--- config.mk ---
export PLATFORM = sky130hd
export DESIGN_NAME = tas_sem_unit
export DESIGN_NICKNAME = d
export VERILOG_FILES = /design/src/rtl/sem_pkg.sv /design/src/rtl/sem_rr_arb.sv /design/src/rtl/sem_store.sv /design/src/rtl/sem_seq.sv /design/src/rtl/tas_sem_unit.sv
export SDC_FILE = /design/constraint.sdc
export NUM_CORES = 1
export LEC_CHECK = 0
export BUFFER_PORTS_ARGS = -buffer_cell sky130_fd_sc_hd__buf_2
export CAP_MARGIN = 15
export CORE_UTILIZATION = 53
export CTS_CLUSTER_DIAMETER = 40
export DETAILED_ROUTE_END_ITERATION = 10
export GPL_TIMING_DRIVEN = 0
export PLACE_DENSITY = 0.79
export SETUP_SLACK_MARGIN = 0.4
export SYNTH_ARGS = -nofsm -noshare
export SYNTH_HDL_FRONTEND = slang
export SYNTH_SLANG_ARGS = --single-unit
--- constraint.sdc ---
create_clock -name clk -period 2.05 [get_ports clk]
set_input_delay 0.1025 -clock clk [delete_from_list [all_inputs] [get_ports clk]]
set_output_delay 0.1025 -clock clk [all_outputs]
set_load 0.01 [all_outputs]
--- src/rtl/sem_pkg.sv ---
package sem_pkg;

    typedef enum logic [1:0] {
        ST_IDLE = 2'd0,
        ST_TEST = 2'd1,
        ST_SET  = 2'd2,
        ST_CLR  = 2'd3
    } seq_state_e;

    typedef enum logic {
        OP_TAS = 1'b0,
        OP_CLR = 1'b1
    } sem_op_e;

    // First valid index above 'last' (circular) among n requesters, -1 if none.
    function automatic int rr_first(input logic [63:0] vld, input int last, input int n);
        int found;
        found = -1;
        for (int k = 1; k <= n; k++) begin
            if (found < 0 && vld[(last + k) % n]) begin
                found = (last + k) % n;
            end
        end
        return found;
    endfunction

endpackage

--- src/rtl/sem_rr_arb.sv ---
module sem_rr_arb #(
    parameter int N = 4,
    localparam int W = (N > 1) ? $clog2(N) : 1
) (
    input  logic         clk,
    input  logic         rst,
    input  logic [N-1:0] vld,
    input  logic         enable,
    output logic [N-1:0] grant,
    output logic [W-1:0] grant_id,
    output logic         any
);
    import sem_pkg::*;

    logic [W-1:0] last_q;
    int           pick;

    always_comb begin
        pick     = rr_first(64'(vld), int'(last_q), N);
        any      = (pick >= 0);
        grant_id = any ? W'(pick) : '0;
        grant    = (enable && any) ? (N'(1) << grant_id) : '0;
    end

    always_ff @(posedge clk) begin
        if (rst) begin
            last_q <= W'(N - 1);
        end else if (enable && any) begin
            last_q <= grant_id;
        end
    end
endmodule

--- src/rtl/sem_store.sv ---
module sem_store #(
    parameter int NUM_SEM = 16,
    localparam int IW = $clog2(NUM_SEM)
) (
    input  logic          clk,
    input  logic          rst,
    input  logic [IW-1:0] rd_idx,
    output logic          rd_bit,
    input  logic          wr_en,
    input  logic [IW-1:0] wr_idx,
    input  logic          wr_val
);
    logic [NUM_SEM-1:0] bits_q;

    for (genvar s = 0; s < NUM_SEM; s++) begin : g_bit
        always_ff @(posedge clk) begin
            if (rst) begin
                bits_q[s] <= 1'b0;
            end else if (wr_en && wr_idx == IW'(s)) begin
                bits_q[s] <= wr_val;
            end
        end
    end

    assign rd_bit = bits_q[rd_idx];
endmodule

--- src/rtl/sem_seq.sv ---
module sem_seq #(
    parameter int N = 4,
    parameter int IW = 4,
    localparam int W = (N > 1) ? $clog2(N) : 1
) (
    input  logic          clk,
    input  logic          rst,
    input  logic          accept,
    input  logic [W-1:0]  acc_id,
    input  logic          acc_op,
    input  logic [IW-1:0] acc_idx,
    input  logic          rd_bit,
    output logic [IW-1:0] cur_idx,
    output logic          wr_en,
    output logic          wr_val,
    output logic          idle,
    output logic          lock,
    output logic [N-1:0]  done,
    output logic          result
);
    import sem_pkg::*;

    seq_state_e    state_q;
    logic [W-1:0]  owner_q;
    logic [IW-1:0] idx_q;
    logic          r_q;

    always_ff @(posedge clk) begin
        if (rst) begin
            state_q <= ST_IDLE;
            owner_q <= '0;
            idx_q   <= '0;
            r_q     <= 1'b0;
        end else begin
            unique case (state_q)
                ST_IDLE: if (accept) begin
                    owner_q <= acc_id;
                    idx_q   <= acc_idx;
                    state_q <= (sem_op_e'(acc_op) == OP_CLR) ? ST_CLR : ST_TEST;
                end
                ST_TEST: begin
                    r_q     <= rd_bit;
                    state_q <= ST_SET;
                end
                ST_SET:  state_q <= ST_IDLE;
                ST_CLR:  state_q <= ST_IDLE;
                default: state_q <= ST_IDLE;
            endcase
        end
    end

    always_comb begin
        idle    = (state_q == ST_IDLE);
        lock    = !idle;
        cur_idx = idx_q;
        wr_en   = (state_q == ST_SET) || (state_q == ST_CLR);
        wr_val  = (state_q == ST_SET);
        done    = wr_en ? (N'(1) << owner_q) : '0;
        result  = (state_q == ST_SET) ? r_q : 1'b0;
    end
endmodule

--- src/rtl/tas_sem_unit.sv ---
module tas_sem_unit #(
    parameter int N_REQ = 4,
    parameter int NUM_SEM = 16,
    localparam int IW = $clog2(NUM_SEM),
    localparam int W = (N_REQ > 1) ? $clog2(N_REQ) : 1
) (
    input  logic              clk,
    input  logic              rst,
    input  logic [N_REQ-1:0]  req_valid,
    input  logic [N_REQ-1:0]  req_op,
    input  logic [N_REQ*IW-1:0] req_idx,
    output logic [N_REQ-1:0]  req_ready,
    output logic [N_REQ-1:0]  done,
    output logic              result,
    output logic              bus_lock
);
    logic          idle, any, rd_bit, wr_en, wr_val;
    logic [W-1:0]  gid;
    logic [IW-1:0] cur_idx, sel_idx;
    logic          sel_op;

    sem_rr_arb #(.N(N_REQ)) u_arb (
        .clk(clk), .rst(rst), .vld(req_valid), .enable(idle),
        .grant(req_ready), .grant_id(gid), .any(any)
    );

    assign sel_idx = req_idx[gid*IW +: IW];
    assign sel_op  = req_op[gid];

    sem_seq #(.N(N_REQ), .IW(IW)) u_seq (
        .clk(clk), .rst(rst), .accept(idle && any), .acc_id(gid),
        .acc_op(sel_op), .acc_idx(sel_idx), .rd_bit(rd_bit),
        .cur_idx(cur_idx), .wr_en(wr_en), .wr_val(wr_val), .idle(idle),
        .lock(bus_lock), .done(done), .result(result)
    );

    sem_store #(.NUM_SEM(NUM_SEM)) u_store (
        .clk(clk), .rst(rst), .rd_idx(cur_idx), .rd_bit(rd_bit),
        .wr_en(wr_en), .wr_idx(cur_idx), .wr_val(wr_val)
    );
endmodule

# Word-level counts from Yosys, hierarchy flattened
# Index checks and enable logic that the tools add are counted.
# Widths: inputs -> output; s select.
[totals]
ff_bits = 27
latch_bits = 0
ram_bits = 0
rom_bits = 0
in_bits = 26
output_inout_bits = 10
word_cells = 118
memories = 0
[classes]
add_sub_neg = 4
mul = 0
div_mod_pow = 0
order_cmp = 10
n_eq_ne = 19
n_shift = 3
muxes = 27
bitwise_logic = 4
reduce_logical = 30
[op_table]
columns = ["op", "n"]
rows = [
  ["$mux 32", 4],
  ["$lt 32x1->1 const B", 3],
  ["$eq 4x4->1 const B", 8],
  ["$ge 32x1->1 const B", 1],
  ["$lt 3x8->1 const B", 4],
  ["$logic_and 1x1->1", 20],
  ["$eq 4x3->1 const B", 4],
  ["$shiftx 16x5->4", 1],
  ["$bmux 1 s3", 4],
  ["$mux 1", 11],
  ["$reduce_or 2->1", 5],
  ["$eq 4x2->1 const B", 2],
  ["$mux 4", 2],
  ["$shl 1x2->4 const A", 2],
  ["$mux 2", 3],
  ["$pmux 2 s3", 1],
  ["$lt 4x5->1 const B", 1],
  ["$add 2x1->2 const B", 2],
  ["$add 2x2->2 const B", 2],
  ["$and 1x1->1 const A", 4],
  ["$bmux 1 s4", 1],
  ["$eq 2x2->1 const B", 2],
  ["$eq 4x1->1 const B", 1],
  ["$logic_not 4->1", 1],
  ["8 further kinds", 8],
]

# Logic depth before layout (Yosys ltp)
[depth]
word_depth = 23
depth_mapped = 6
ltp_nobuf = 5

# Hierarchy
# A second synthesis with hierarchy kept.
[unflattened]
cells_unflattened = 169
area_unflattened_um2 = 1572.8
[by_module_without_submodules]
columns = ["mod", "instances", "cells_each", "area_each_um2", "seq_area_each_um2"]
rows = [
  ["sem_store", 1, 92, 825.8, 320.3],
  ["sem_seq", 1, 41, 394.1, 180.2],
  ["sem_rr_arb", 1, 29, 222.7, 40.0],
  ["tas_sem_unit", 1, 7, 130.1, 0.0],
]

# Least setup slack after synthesis
# OpenSTA, ideal clock, no wires.
[synth_path]
kind = "register to register"
start = "reg u_arb.last_q[0]"
end = "reg u_seq.state_q[1]"
setup_ps = 140
arrival_time_ps = 1475
t_required_ps = 1910
setup_slack_ps = 436
path_stages_with_launch = 7
n_path_buf = 1
synth_period_minus_slack_ps = 1614
path_cell_list = "dfxtp_1 > nand2b_1 > a21o_2 > and3_1 > buf_4 > a2111oi_0 > a2111oi_1"
[synth_via]
elab_chain_len = 23
elab_cells_between_ends = 43
cone_classes = "add/sub: 4; order compare: 4; eq/ne: 1; mux: 22; bitwise: 4; reduce/logical: 8"
[synth_rtl]
columns = ["element", "line_no", "rtl"]
rows = [
  ["start: declaration", "sem_rr_arb.sv:15", "logic [W-1:0] last_q;"],
  ["start signal: assignment", "sem_rr_arb.sv:27", "last_q <= W'(N - 1);"],
  ["start signal: assignment", "sem_rr_arb.sv:29", "last_q <= grant_id;"],
  ["$add 2x1->2", "sem_pkg.sv:20, sem_pkg.sv:21", ""],
  ["$reduce_or 2->1 (no line)", "n/a", ""],
  ["$and 1x1->1 (no line)", "n/a", ""],
  ["$bmux 1 s3", "sem_pkg.sv:20", "if (found < 0 && vld[(last + k) % n]) begin"],
  ["$mux 1 (not written as such) (2 in a row)", "sem_pkg.sv:20", ""],
  ["$mux 32", "sem_pkg.sv:20", ""],
  ["$lt 32x1->1", "sem_pkg.sv:20", ""],
  ["$logic_and 1x1->1", "sem_pkg.sv:20", ""],
  ["(+6 left out)", "n/a", ""],
  ["$mux 32 (*)", "sem_pkg.sv:20", ""],
  ["$ge 32x1->1", "sem_rr_arb.sv:20", "any = (pick >= 0);"],
  ["$mux 2", "sem_rr_arb.sv:21", "grant_id = any ? W'(pick) : '0;"],
  ["$bmux 1 s2", "tas_sem_unit.sv:28", "assign sel_op = req_op[gid];"],
  ["$mux 1 (not written as such)", "tas_sem_unit.sv:28", ""],
  ["$mux 2", "sem_seq.sv:39", "state_q <= (sem_op_e'(acc_op) == OP_CLR) ? ST_CLR : ST_TEST;"],
  ["$mux 2", "sem_seq.sv:36", "ST_IDLE: if (accept) begin"],
  ["$pmux 2 s3", "sem_seq.sv:35", "unique case (state_q)"],
  ["end signal: assignment", "sem_seq.sv:39", ""],
  ["end: declaration", "sem_seq.sv:23", "seq_state_e state_q;"],
]
# Mark *: on every way between the ends. The rest lies on a longest branch, timed or not. The select of a mux whose other input is x is not followed.
# A chain may end at the register's enable or synchronous reset.

# Final worst setup path
# Same ends and word-level chain as after synthesis.

==> results.py <==
metrics = {
    "yosys": {
        "synth_top_family_by_area": "simple AND/OR/NAND/NOR gates",
        "synth_ff_type": "dfxtp_1",
        "synth_edf_count": 0,
        "synth_area_leaders": "dfxtp_1 (36%), mux2i_1 (6.6%), nor2_1 (6.5%)",
        "yosysMostFrequentCell": "dfxtp_1",
        "ys_seq_area_frac": 0.359,
        "synth-async-reset-ratio": 0,
        "ys.warnings.count": 0,
        "synthSimpleGateAreaFrac": 0.252,
        "syn-cell-area_sq_um": 1510,
        "synthAdderAreaFrac": 0,
        "synth_top_area_frac": 0.359,
        "avgSynthCellArea_sq_um": 8.56,
        "synth-xor-area-share": 0,
        "synth-compound-area-share": 0.199,
        "synth_cells": 176,
        "synth_common_cells": "dfxtp_1 (27), nor2_1 (26), a211oi_1 (10), a21oi_1 (10), mux2i_1 (10)",
        "ys_types": 39,
        "muxShareOfSynthArea": 0.141,
        "synth_fp_nets": 202,
        "ys_ff_latch": 27,
        "yosys.area.top_type": "dfxtp_1",
    },
    "routing": {
        "ant_nets": 0,
        "drt_first_pass_iters": 5,
        "wl_per_cell_um": 16.7,
        "dr_total_vias": 1588,
        "drt_iter0_drc": 71,
        "via_per_inst": 6.28,
        "drc": 0,
        "routed_wl_um": 4220,
    },
    "timing": {
        "slew_violations": 0,
        "tns_ns": 0,
        "finalHoldViolCount": 0,
        "finalCriticalPeriod_ns": 1.76,
        "worst_pin_slew_ns": 0.607,
        "relSlewSlack": 0.592,
        "rsz0062_at_grt": "true",
        "skew_ns": 0.00801,
        "fmax_mhz": 569,
        "worst_hold_slack_ns": 0.165,
        "setup_viol": 0,
        "fin_ws_ns": 0.293,
        "fin_crit_sh": 0.857,
    },
    "min_path": {
        "holdCritPathClass": "primary input to register",
    },
    "cells_and_area": {
        "design_area_sq_um": 1950,
        "syn_to_final_growth_pct": 29.2,
        "nNetsFinal": 250,
        "fill_cells": 169,
        "n_antenna_cell": 0,
        "drive_above_1_share": 0.363,
        "finalNonFillerCells": 253,
        "final_util": 0.751,
    },
    "global_route": {
        "grt_max_degree": 16,
        "grt_overflow": 0,
        "grt_pass1_wl_um": 6550,
        "antenna_found_initial": 0,
        "grt_util_all_layers": 0.262,
        "grt_pass1_vias": 1471,
    },
    "cts": {
        "ctsHtreeMaxLevel": 1,
        "numCtsBuffers": 3,
        "clkLatencyLatePin_ns": 0.34,
        "clk_pin_slew_worst_paths_ns": 0.15,
        "cts.sinks": 27,
        "cts_buffer_depth": 2,
        "cts_root_buf": "clkbuf_4",
        "cts_tree": "built",
    },
    "floorplan": {
        "initial_utilization": 0.582,
        "die_y_um": 55.3,
        "io_pins": 36,
        "die_w_um": 55.3,
        "die_area_sq_um": 3060,
        "rows": 18,
        "coreArea_sq_um": 2590,
    },
    "placement": {
        "place_inst": 240,
        "port_buffers": 34,
        "dpl.hpwl_um": 2720,
        "pre_cts_slack_ns": 0.236,
        "place_area_sq_um": 1710,
        "gp_congestion": 0.832,
    },
    "power_and_ir_drop": {
        "netSwitchingFraction": 0.383,
        "combPwrFrac": 0.468,
        "seqPwrFrac": 0.384,
        "ir_worst_vdd_uv": 621,
        "power_mw": 1.66,
        "p_int_mw": 1.02,
        "cellPowerDensity_nw_per_um2": 851,
        "leakagePower_nw": 0.787,
        "p_sw_mw": 0.634,
        "clkPwrFrac": 0.148,
    },
    "setup_path": {
        "cp.required_ns": 2.27,
        "critPathLaunchType": "register",
        "critical_path_class": "register to register",
        "crit_fanout": 7,
        "worst-r2r-setup-slack_ns": 0.29,
        "worst-endpoint-arrival_ns": 1.97,
        "critPathCaptureType": "register",
    },
    "status": {
        "status": "finished clean",
    },
    "run": {
        "maxCapViolations": 0,
    },
}
-- path summary, 6_finish.rpt --
path	cells after the start	start	endpoint
setup / recovery	6	u_arb.last_q[0]$_SDFFE_PP1P_	u_seq.state_q[1]$_SDFFE_PP0P_
hold / removal	3	req_idx[15]	u_seq.cur_idx[3]$_SDFFE_PP0P_
setup reg to reg	6	u_arb.last_q[0]$_SDFFE_PP1P_	u_seq.state_q[1]$_SDFFE_PP0P_
hold reg to reg	2	u_store.bits_q[15]$_SDFFE_PP0P_	u_store.bits_q[15]$_SDFFE_PP0P_
-- power by group through the flow --
stage,registers (mW),clock network [mW],logic (mW)
floorplan,0.623,0,0.410
global placement,0.630,0,0.537
detailed placement,0.635,0,0.558
CTS,0.626,0.239,0.667
global route,0.643,0.266,0.825
finish,0.636,0.245,0.776
-- metal layers --
layer  vias to the layer above  global-route usage  routed length [um]
met5                         -                   0                   0
met4                         0              0.0893                 108
met3                        15              0.0351                 282
met2                        77               0.422                2040
met1                       763               0.362                1780
li1                        733                   -                   -
-- registers in the layout, indices dropped and copies added, names as in the netlist --
name,cells
u_store.bits_q,16
u_seq.cur_idx,4
u_arb.last_q,2
u_seq.owner_q,2
u_seq.state_q,2
u_seq.r_q,1
-- critical path: stages (launching register included) --
cell and delay (ns):
dfxtp_4 0.39, nand2b_4 0.14, a21o_4 0.22, and3_4 0.18
buf_6 0.13, a2111oi_2 0.47, a2111oi_2 0.11
-- cells in the final DEF (no fill, tap or decap), types with 2 or more instances in the layout --
cell	Yosys	layout
nand2b_4	0	2
a211oi_1	10	10
clkbuf_1	8	5
o21ai_1	3	2
mux2i_1	10	10
nor2_1	26	24
nor3_1	5	5
dfxtp_4	0	2
a21oi_1	10	10
inv_1	5	5
a31oi_1	4	4
mux2_2	2	2
buf_4	2	7
nor2b_1	2	2
a2111oi_2	0	3
nand2b_1	5	3
clkbuf_4	0	3
o21ai_0	9	9
or3_1	9	9
mux4_2	4	4
buf_2	1	35
buf_6	0	4
nand3b_1	4	4
dfxtp_1	27	24
clkbuf_2	0	2
nand2_1	6	5
-- area by class of cell --
class / count / area, sq um / area share
clock buffer: 3 / 22.5 / 0.0116
clock inverter: 1 / 5.00 / 0.00257
multi-input combinational: 132 / 987 / 0.507
sequential: 27 / 549 / 0.282
timing repair buffer: 43 / 248 / 0.127
inverter: 5 / 18.8 / 0.00965
buffer: 12 / 77.6 / 0.0399
tap: 30 / 37.5 / 0.0193
-- cells by family (layout without fill, tap and decap cells) --
logic type      count (synthesis)  in the layout
buf+inv                        17             64
simple gates                   71             71
compound gates                 45             45
mux                            16             16
flops                          27             27
-- what timing repair did --
action	4_1_cts	5_1_grt
gates cloned	0	1
gates resized for setup	15	21
endpoints found under the hold margin	0	0
hold buffers	0	0
endpoints found under the setup margin	8	26
setup buffers	6	2
pin swaps	4	6
(Power assumes the default switching activity.)
